File: src/rtl/moddown_pkg.sv
package moddown_pkg;

    // control register bit positions
    localparam int B_IRQ_EN  = 7;
    localparam int B_MOD     = 6;
    localparam int B_RD_LOAD = 5;
    localparam int B_EN      = 2;
    localparam int B_PSEL_HI = 1;
    localparam int B_PSEL_LO = 0;

    // register addresses
    localparam logic [1:0] A_CTRL  = 2'd0;
    localparam logic [1:0] A_COUNT = 2'd1;
    localparam logic [1:0] A_FLAG  = 2'd2;

    typedef enum logic [1:0] {
        ST_OFF,
        ST_LOAD,
        ST_RUN,
        ST_HALT
    } cnt_state_t;

    typedef struct packed {
        logic       irq_en;
        logic       mod_en;
        logic       rd_load;
        logic       en;
        logic [1:0] psel;
    } ctrl_t;

    // divide ratio for a prescaler select code: 1, 4, 8, 16
    function automatic int unsigned div_of(input logic [1:0] s);
        if (s == 2'd0) return 1;
        return 32'd1 << (int'(s) + 1);
    endfunction

endpackage

File: src/rtl/moddown_prescale.sv
module moddown_prescale
    import moddown_pkg::*;
#(
    parameter int PRE_W = 4
) (
    input  logic       clk,
    input  logic       rst_n,
    input  logic       run,
    input  logic [1:0] psel,
    output logic       tick
);

    logic [PRE_W-1:0] pcnt;
    logic [PRE_W-1:0] lim;

    always_comb begin
        lim  = PRE_W'(div_of(psel) - 1);
        tick = run && (pcnt >= lim);
    end

    always_ff @(posedge clk or negedge rst_n) begin
        if (!rst_n) begin
            pcnt <= '0;
        end else if (!run || tick) begin
            pcnt <= '0;
        end else begin
            pcnt <= pcnt + 1'b1;
        end
    end

    // with a divider above one, two ticks never fall on adjacent cycles
    a_r3_tick_gap: assert property (@(posedge clk) disable iff (!rst_n)
        (tick && psel != 2'd0) |=> (!tick || psel == 2'd0));

endmodule

File: src/rtl/moddown_regs.sv
module moddown_regs
    import moddown_pkg::*;
#(
    parameter int CNT_W = 16
) (
    input  logic             clk,
    input  logic             rst_n,
    input  logic             bus_sel,
    input  logic             bus_wr,
    input  logic [1:0]       bus_addr,
    input  logic [CNT_W-1:0] bus_wdata,
    input  logic [CNT_W-1:0] cnt_val,
    input  logic             set_flag,
    output ctrl_t            ctrl,
    output logic [CNT_W-1:0] load_val,
    output logic             wr_count,
    output logic             flag,
    output logic [CNT_W-1:0] bus_rdata
);

    logic wr_any;
    logic wr_ctrl;
    logic wr_flag;

    always_comb begin
        wr_any   = bus_sel && bus_wr;
        wr_ctrl  = wr_any && (bus_addr == A_CTRL);
        wr_count = wr_any && (bus_addr == A_COUNT);
        wr_flag  = wr_any && (bus_addr == A_FLAG);
    end

    always_ff @(posedge clk or negedge rst_n) begin
        if (!rst_n) begin
            ctrl <= '0;
        end else if (wr_ctrl) begin
            ctrl.irq_en  <= bus_wdata[B_IRQ_EN];
            ctrl.mod_en  <= bus_wdata[B_MOD];
            ctrl.rd_load <= bus_wdata[B_RD_LOAD];
            ctrl.en      <= bus_wdata[B_EN];
            ctrl.psel    <= bus_wdata[B_PSEL_HI:B_PSEL_LO];
        end
    end

    always_ff @(posedge clk or negedge rst_n) begin
        if (!rst_n) begin
            load_val <= '0;
        end else if (wr_count) begin
            load_val <= bus_wdata;
        end
    end

    // setting has priority over a clearing write in the same cycle
    always_ff @(posedge clk or negedge rst_n) begin
        if (!rst_n) begin
            flag <= 1'b0;
        end else if (set_flag) begin
            flag <= 1'b1;
        end else if (wr_flag && bus_wdata[0]) begin
            flag <= 1'b0;
        end
    end

    always_comb begin
        bus_rdata = '0;
        case (bus_addr)
            A_CTRL: begin
                bus_rdata[B_IRQ_EN]  = ctrl.irq_en;
                bus_rdata[B_MOD]     = ctrl.mod_en;
                bus_rdata[B_RD_LOAD] = ctrl.rd_load;
                bus_rdata[B_EN]      = ctrl.en;
                bus_rdata[B_PSEL_HI:B_PSEL_LO] = ctrl.psel;
            end
            A_COUNT: bus_rdata = ctrl.rd_load ? load_val : cnt_val;
            A_FLAG:  bus_rdata[0] = flag;
            default: bus_rdata = '0;
        endcase
    end

    // the flag stays set unless a write of 1 to the flag address clears it
    a_r9_flag_sticky: assert property (@(posedge clk) disable iff (!rst_n)
        (flag && !(wr_flag && bus_wdata[0])) |=> flag);

    // a zero event from the counter always lands in the flag
    a_r9_flag_set: assert property (@(posedge clk) disable iff (!rst_n)
        set_flag |=> flag);

endmodule

File: src/rtl/moddown_core.sv
module moddown_core
    import moddown_pkg::*;
#(
    parameter int CNT_W = 16
) (
    input  logic             clk,
    input  logic             rst_n,
    input  logic             en,
    input  logic             mod_en,
    input  logic             tick,
    input  logic             wr_count,
    input  logic [CNT_W-1:0] wr_data,
    input  logic [CNT_W-1:0] load_val,
    output logic [CNT_W-1:0] cnt,
    output logic             set_flag
);

    cnt_state_t       st, st_n;
    logic [CNT_W-1:0] cnt_n;
    logic [CNT_W-1:0] src;

    // a write in the loading cycle supplies the newest value directly
    always_comb begin
        src = wr_count ? wr_data : load_val;
    end

    always_ff @(posedge clk or negedge rst_n) begin
        if (!rst_n) begin
            st  <= ST_OFF;
            cnt <= '1;
        end else begin
            st  <= st_n;
            cnt <= cnt_n;
        end
    end

    always_comb begin
        st_n     = st;
        cnt_n    = cnt;
        set_flag = 1'b0;
        if (!en) begin
            st_n  = ST_OFF;
            cnt_n = '1;
        end else begin
            unique case (st)
                ST_OFF: begin
                    st_n = ST_LOAD;
                end
                ST_LOAD: begin
                    if (tick) begin
                        cnt_n = src;
                        if (src == '0) begin
                            set_flag = 1'b1;
                            st_n     = mod_en ? ST_LOAD : ST_HALT;
                        end else begin
                            st_n = ST_RUN;
                        end
                    end
                end
                ST_RUN: begin
                    if (tick) begin
                        cnt_n = cnt - 1'b1;
                        if (cnt == CNT_W'(1)) begin
                            set_flag = 1'b1;
                            st_n     = mod_en ? ST_LOAD : ST_HALT;
                        end
                    end
                end
                ST_HALT: begin
                    if (wr_count) st_n = ST_LOAD;
                end
            endcase
        end
    end

    // a cleared enable presets the count on the next edge
    a_r7_off_preset: assert property (@(posedge clk) disable iff (!rst_n)
        !en |=> cnt == '1);

    // a running tick lowers the count by exactly one
    a_r4_step_one: assert property (@(posedge clk) disable iff (!rst_n)
        (st == ST_RUN && en && tick) |=> cnt == CNT_W'($past(cnt) - 1'b1));

    // a loading tick takes the newest written value
    a_r6_reload_src: assert property (@(posedge clk) disable iff (!rst_n)
        (st == ST_LOAD && en && tick) |=> cnt == $past(src));

    // a halted single-run counter holds zero
    a_r5_halt_hold: assert property (@(posedge clk) disable iff (!rst_n)
        (st == ST_HALT && en && !wr_count) |=> cnt == '0);

    // a write while halted arms a load
    a_r11_halt_rearm: assert property (@(posedge clk) disable iff (!rst_n)
        (st == ST_HALT && en && wr_count) |=> st == ST_LOAD);

endmodule

File: src/rtl/moddown_timer.sv
module moddown_timer
    import moddown_pkg::*;
#(
    parameter int CNT_W = 16,
    parameter int PRE_W = 4
) (
    input  logic             clk,
    input  logic             rst_n,
    input  logic             bus_sel,
    input  logic             bus_wr,
    input  logic [1:0]       bus_addr,
    input  logic [CNT_W-1:0] bus_wdata,
    output logic [CNT_W-1:0] bus_rdata,
    output logic             irq
);

    ctrl_t            ctrl;
    logic [CNT_W-1:0] load_val;
    logic [CNT_W-1:0] cnt;
    logic             wr_count;
    logic             flag;
    logic             set_flag;
    logic             tick;

    moddown_regs #(.CNT_W(CNT_W)) u_regs (
        .clk       (clk),
        .rst_n     (rst_n),
        .bus_sel   (bus_sel),
        .bus_wr    (bus_wr),
        .bus_addr  (bus_addr),
        .bus_wdata (bus_wdata),
        .cnt_val   (cnt),
        .set_flag  (set_flag),
        .ctrl      (ctrl),
        .load_val  (load_val),
        .wr_count  (wr_count),
        .flag      (flag),
        .bus_rdata (bus_rdata)
    );

    moddown_prescale #(.PRE_W(PRE_W)) u_pre (
        .clk   (clk),
        .rst_n (rst_n),
        .run   (ctrl.en),
        .psel  (ctrl.psel),
        .tick  (tick)
    );

    moddown_core #(.CNT_W(CNT_W)) u_core (
        .clk      (clk),
        .rst_n    (rst_n),
        .en       (ctrl.en),
        .mod_en   (ctrl.mod_en),
        .tick     (tick),
        .wr_count (wr_count),
        .wr_data  (bus_wdata),
        .load_val (load_val),
        .cnt      (cnt),
        .set_flag (set_flag)
    );

    always_comb begin
        irq = flag && ctrl.irq_en;
    end

endmodule

File: config.mk
export PLATFORM = sky130hd
export DESIGN_NAME = moddown_timer
export DESIGN_NICKNAME = d
export VERILOG_FILES = /design/src/rtl/moddown_pkg.sv /design/src/rtl/moddown_prescale.sv /design/src/rtl/moddown_regs.sv /design/src/rtl/moddown_core.sv /design/src/rtl/moddown_timer.sv
export SDC_FILE = /design/constraint.sdc
export NUM_CORES = 1
export LEC_CHECK = 0
export BUFFER_PORTS_ARGS = -buffer_cell sky130_fd_sc_hd__buf_2
export CAP_MARGIN = 20
export CELL_PAD_IN_SITES_DETAIL_PLACEMENT = 1
export CELL_PAD_IN_SITES_GLOBAL_PLACEMENT = 1
export CORE_MARGIN = 10
export CORE_UTILIZATION = 45
export DETAILED_ROUTE_END_ITERATION = 7
export PLACE_DENSITY_LB_ADDON = 0.2
export SLEW_MARGIN = 40
export SYNTH_ARGS = -nofsm -noshare
export SYNTH_HDL_FRONTEND = slang
export SYNTH_HIERARCHICAL = 1
export SYNTH_SLANG_ARGS = --single-unit
File: constraint.sdc
create_clock -name clk -period 2.5 [get_ports clk]
set_input_delay 0.5 -clock clk [delete_from_list [all_inputs] [get_ports clk]]
set_output_delay 0.5 -clock clk [all_outputs]
set_load 0.02 [all_outputs]
==> impl_metrics.toml, run 1 <==
[run_status]
status = "finished, final reports clean"

[synth]
synth-edff-count = 0
syn_area_per_cell_um2 = 9.760
synth_most_common_cell = "mux2_2"
synth_warnings = 6
synth_largest_area_cell = "dfrtp_1"
seq_area_frac_synth_pct = 37.16
synthCells = 316
netlist_area_mm2 = 0.003084
yosys_most_used_dff = "dfrtp_1"
netlist_top_cells_area = "dfrtp_1 (24%), dfstp_2 (14%), mux2_2 (11%), mux2i_1 (6.2%), ha_1 (4.1%)"
synth_async_sr_flop_share_pct = 100.0
syn_nets = 348
synth_cell_types = 58
synth.top_cell.area_share_pct = 23.53
synth_commonest_cells = "mux2_2 (31), dfrtp_1 (29), nor2_1 (28), mux2i_1 (19)"
ys_ff_latch = 45

[cts]
clkLatencyLatePin_ps = 310
clock_path_buffers = 2
cts_hold_buf = 0
cts_max_level = 2
cts_sinks = 45
clk_pin_slew_ps = 90
cts_made_buffers = 5
postCtsSetupBuffers = 0
cts_tree = "built"
root_buffer = "clkbuf_8"

[die]
core_mm2 = 0.006719
num_rows = 30
fp.dieW_um = 102.8
die_h_um = 102.8
ioPinCount = 39
initial_core_util_pct = 45.90
dieArea_mm2 = 0.01056

[placement]
port_buffers = 38
place_congestion = 0.8449
dpl_cell_area_mm2 = 0.003496
dp_hpwl_mm = 7.893
place_inst = 441

[drt]
drcViolationCount = 0
drt-total-wl_mm = 10.01
wl_per_cell_um = 22.30
vias_per_cell = 6.114
ant_nets = 0
dr.pass1.iters = 4
first_iter_violations = 144
via_count = 2745

[power]
p_clk_share_pct = 19.5
peakVddDrop_v = 0.0004070
p_switching_uw = 966.1
internal_power_uw = 1518
powerDensity_mw_per_mm2 = 691.0
power_frac_comb_pct = 39.0
pwr-share-seq_pct = 41.5
p_leak_uw = 0.001519
netSwitchingFraction_pct = 38.90

[worst_setup_path]
rrSetupSlack_ps = 160
cp.arrival_ps = 2570
path_max_fanout = 9
path_class = "flop to flop"
regToRegStartpoint = "u_core/cnt[11]"
critPathLaunchType = "flop"
worstSetupEndpointType = "flop"
worstPathRequired_ps = 2730
rr_worst_depth = 7
r2r_end = "u_regs/flag"

[grt]
grt_max_degree = 20
gr-usage-all-layers_pct = 19.65
grt.overflow.total = 0
antenna_found_initial = 0
grt_pass1_vias = 3007
grt_pass1_wl_mm = 16.09

[sta]
hold_viol = 0
period_share_pct = 93.47
timing.fmax_mhz = 428.0
fin_skew_ps = 6.462
final_max_slew_viol_count = 0
tightest_slew_ps = 600.5
layout_min_cycle_time_ps = 2337
finalSetupViolCount = 0
rsz0062_at_grt = "false"
slew_headroom_pct = 59.96
tns_ps = 0

[cells_and_area]
diodes = 0
finalNonFillerCells = 449
final_net_count = 400
stdcell_area_mm2 = 0.003595
syn_to_final_growth_pct = 16.55
drive_gt1_share_pct = 38.48

[run]
cap_violations = 0

[min_path]
hp-class = "input pin to asynchronous set/reset pin"
-- area by class of cell --
type	count	area, um^2
fillers	783	3124
multi-input cells	236	1810
flip-flops and latches	45	1146
repair buffers	64	385.4
well taps	80	100.1
clock buffers	5	68.82
inverters	16	62.56
clock inverters	3	21.27
-- through the flow --
stage / util, % / hold slack (ps) / total power, uW / worst slack (ps)
2_1_floorplan: - / 204.4 / 1643 / 0.4567
3_3_place_gp: 52.03 / 468.4 / 1962 / 123.0
3_5_place_dp: 52.03 / 471.1 / 2003 / -31.86
4_1_cts: 53.43 / 128.5 / 2486 / 11.91
5_1_grt: 53.50 / 143.8 / 2641 / 23.27
6_report: 53.50 / 119.7 / 2484 / 163.4
-- power groups by stage --
stage          Combinational [uW]  Sequential [uW]  Clock (uW)
2_1_floorplan                 666              976           0
4_1_cts                       963             1030         493
3_5_place_dp                  959             1040           0
3_3_place_gp                  927             1040           0
6_report                      970             1030         484
5_1_grt                      1070             1050         516
-- logic make-up after synthesis --
kind of cell | Yosys count | synth area share, %
mux | 50 | 17.48
xor+xnor | 4 | 1.136
compound gates | 70 | 16.39
buf+inv | 35 | 5.152
simple gates | 102 | 18.62
fa+ha+maj | 10 | 4.057
flops | 45 | 37.16
-- state kept, by name, indices dropped and copies added, names as in the netlist --
register         cells
u_regs/load_val     16
u_regs/ctrl          6
u_pre/pcnt           4
u_core/cnt          16
u_regs/flag          1
u_core/st            2
-- routing by layer --
| metal | part of all wire [%] | global-route usage [%] |
|---|---|---|
| met4 | 1.6 | 5.775 |
| met5 | 0 | 0 |
| met3 | 4.2 | 3.083 |
| met1 | 44 | 23.75 |
| met2 | 51 | 35.03 |
-- how the worst max path moves through the flow --
stage / depth (start not counted) / startpoint / end
after detailed placement: 10 / u_regs/ctrl[0] / u_core/cnt[3]
after global routing: 11 / u_regs/ctrl[0] / u_regs/flag
after CTS: 10 / u_regs/ctrl[0] / u_core/cnt[11]
final: 7 / u_core/cnt[11] / u_regs/flag
after global placement: 9 / bus_addr[1] / u_regs/flag
after floorplan: 10 / bus_addr[1] / u_regs/flag
-- critical path, cell delays in order, from the launching register on --
cell,delay [ps]
dfstp_2,420
or4_1,620
nor4_1,370
buf_4,180
nor2_1,70
a2111oi_4,360
nor4bb_1,100
a31oi_1,140
-- placed cells by master (no fill, tap or decap), types with 4 or more instances in the layout --
| cell | instances |
|---|---|
| o21ai_0 | 8 |
| or4_1 | 5 |
| or3_1 | 6 |
| nand3_1 | 4 |
| mux2_2 | 31 |
| dfstp_2 | 16 |
| a21oi_1 | 12 |
| mux2i_1 | 19 |
| buf_4 | 26 |
| nand2b_1 | 4 |
| dfrtp_1 | 29 |
| ha_1 | 10 |
| a211oi_1 | 11 |
| clkbuf_8 | 5 |
| inv_1 | 15 |
| o22ai_1 | 6 |
| nor4_1 | 14 |
| nor2b_1 | 4 |
| nand2_1 | 15 |
| nor2_1 | 27 |
| buf_2 | 38 |
-- what timing repair did --
| item | in CTS | in global routing |
|---|---|---|
| gates resized for setup | 2 | 5 |
| pin swaps | 0 | 2 |
| endpoints found under the hold margin | 0 | 0 |
| cloned | 0 | 0 |
| setup endpoints to repair | 4 | 19 |
No activity file was read; power rests on OpenSTA's default activity.
==> run 2, diff against run 1 <==
- MAX_ROUTING_LAYER: not set -> met4
==> impl_metrics.toml, run 2 (synthesis results as in run 1) <==
[run_status]
status = "finished, final reports clean"

[grt]
grt_pass1_wl_mm = 16.13
grt.overflow.total = 0
grt_max_degree = 20
antenna_found_initial = 0
gr-usage-all-layers_pct = 20.24
grt_pass1_vias = 2998

[placement]
detailedPlace.worstSlack_ps = -31.86
place_congestion = 0.8581
dp_hpwl_mm = 7.893
place_inst = 441
port_buffers = 38

[cts]
cts_made_buffers = 5
cts_max_level = 2
cts_tree = "built"
postCtsSetupBuffers = 0
cts_sinks = 45
clkLatencyLatePin_ps = 310
root_buffer = "clkbuf_8"
cts_hold_buf = 0
clock_path_buffers = 2
clk_pin_slew_ps = 90

[sta]
slew_headroom_pct = 60.23
timing.fmax_mhz = 420.5
rsz0062_at_grt = "false"
final.setup.worst_slack_ps = 122.1
hold_viol = 0
fin_skew_ps = 5.272
tightest_slew_ps = 596.5
period_share_pct = 95.12
finalSetupViolCount = 0
layout_min_cycle_time_ps = 2378
final_max_slew_viol_count = 0
tns_ps = 0

[cells_and_area]
finalNonFillerCells = 449
final_cell_mix = "buf_2 (38), mux2_2 (31), dfrtp_1 (29)"
syn_to_final_growth_pct = 16.59
layout_commonest_cell = "buf_2"
drive_gt1_share_pct = 38.75
largestRegisters = "u_core/cnt x16, u_regs/load_val x16, u_regs/ctrl x6"
n_fill_cell = 785
diodes = 0
final_net_count = 400

[power]
pwr-share-seq_pct = 41.5
netSwitchingFraction_pct = 38.88
powerDensity_mw_per_mm2 = 691.0
p_clk_share_pct = 19.4
peakVddDrop_v = 0.0004078
p_switching_uw = 966.2
internal_power_uw = 1519
power_frac_comb_pct = 39.1
p_leak_uw = 0.001520

[worst_setup_path]
worstSetupEndpointType = "flop"
worstPathRequired_ps = 2730
critPathLaunchType = "flop"
path_max_fanout = 2
regToRegStartpoint = "u_core/cnt[0]"
rr_worst_depth = 8
cp.arrival_ps = 2610
path_class = "flop to flop"
crit_path_start = "u_core/cnt[0]"

[min_path]
hp-class = "input pin to asynchronous set/reset pin"

[die]
initial_core_util_pct = 45.90
core_mm2 = 0.006719
fp.dieW_um = 102.8
dieArea_mm2 = 0.01056
num_rows = 30
die_h_um = 102.8
ioPinCount = 39

[drt]
first_iter_violations = 147
ant_nets = 0
drt-total-wl_mm = 9.994
vias_per_cell = 6.102
wl_per_cell_um = 22.26
via_count = 2740
dr.pass1.iters = 4
drcViolationCount = 0

[run]
cap_violations = 0
==> run 2: cell types whose count changed in the layout (fill, tap and decap cells not counted) <==
cell / previous run / this run
and2_1: 2 / 1
and2_2: 0 / 1
==> run 2: layout make-up <==
type	instances	area [um^2]	area share [%]
clock inverters	3	21.27	0.5915
flip-flops and latches	45	1146	31.87
inverters	16	62.56	1.740
well taps	80	100.1	2.784
multi-input cells	236	1812	50.38
clock buffers	5	68.82	1.914
repair buffers	64	385.4	10.72
==> run 2: critical path, stage by stage (launching register included) <==
cell	delay [ps]
dfstp_2	540
ha_1	140
or3b_2	430
nor4_1	320
buf_4	190
nor2_1	70
a2111oi_4	360
nor4bb_1	100
a31oi_1	140
==> run 2: stage by stage <==
stage | total power, uW | hold WS [ps] | area, um^2 | utilization (%)
after floorplan | 1643 | 204.4 | 3113 | -
after global placement | 1962 | 468.4 | 3496 | 52.03
after detailed placement | 2003 | 471.1 | 3496 | 52.03
after CTS | 2486 | 128.5 | 3590 | 53.43
after global routing | 2642 | 143.8 | 3596 | 53.52
final | 2485 | 121.0 | 3596 | 53.52
==> run 2: timing repair <==
item,CTS,global route
pin swaps,0,1
resized for setup,2,6
endpoints found under the setup margin,4,19
==> run 2: metal layers <==
metal | vias to the layer above | routed length [um] | track usage, %
li1 | 1272 | - | -
met4 | 0 | 165 | 5.775
met5 | - | 0 | -
met3 | 12 | 430 | 3.016
met1 | 1390 | 4360 | 23.91
met2 | 66 | 5037 | 34.99
==> run 2: worst paths after layout <==
kind,end,slack (ps)
max in group asynchronous,u_core/cnt[5],1710
max reg2reg,u_regs/flag,120
min,u_core/st[0],120
max,u_regs/flag,120
min reg2reg,u_pre/pcnt[0],490
min in group clk,u_regs/flag,440
==> run 2: power by group through the flow <==
stage / combinational [uW] / clock (uW) / sequential (uW)
finish: 972 / 482 / 1030
global route: 1070 / 515 / 1050
CTS: 963 / 493 / 1030
detailed placement: 959 / 0 / 1040
global placement: 927 / 0 / 1040
floorplan: 666 / 0 / 976
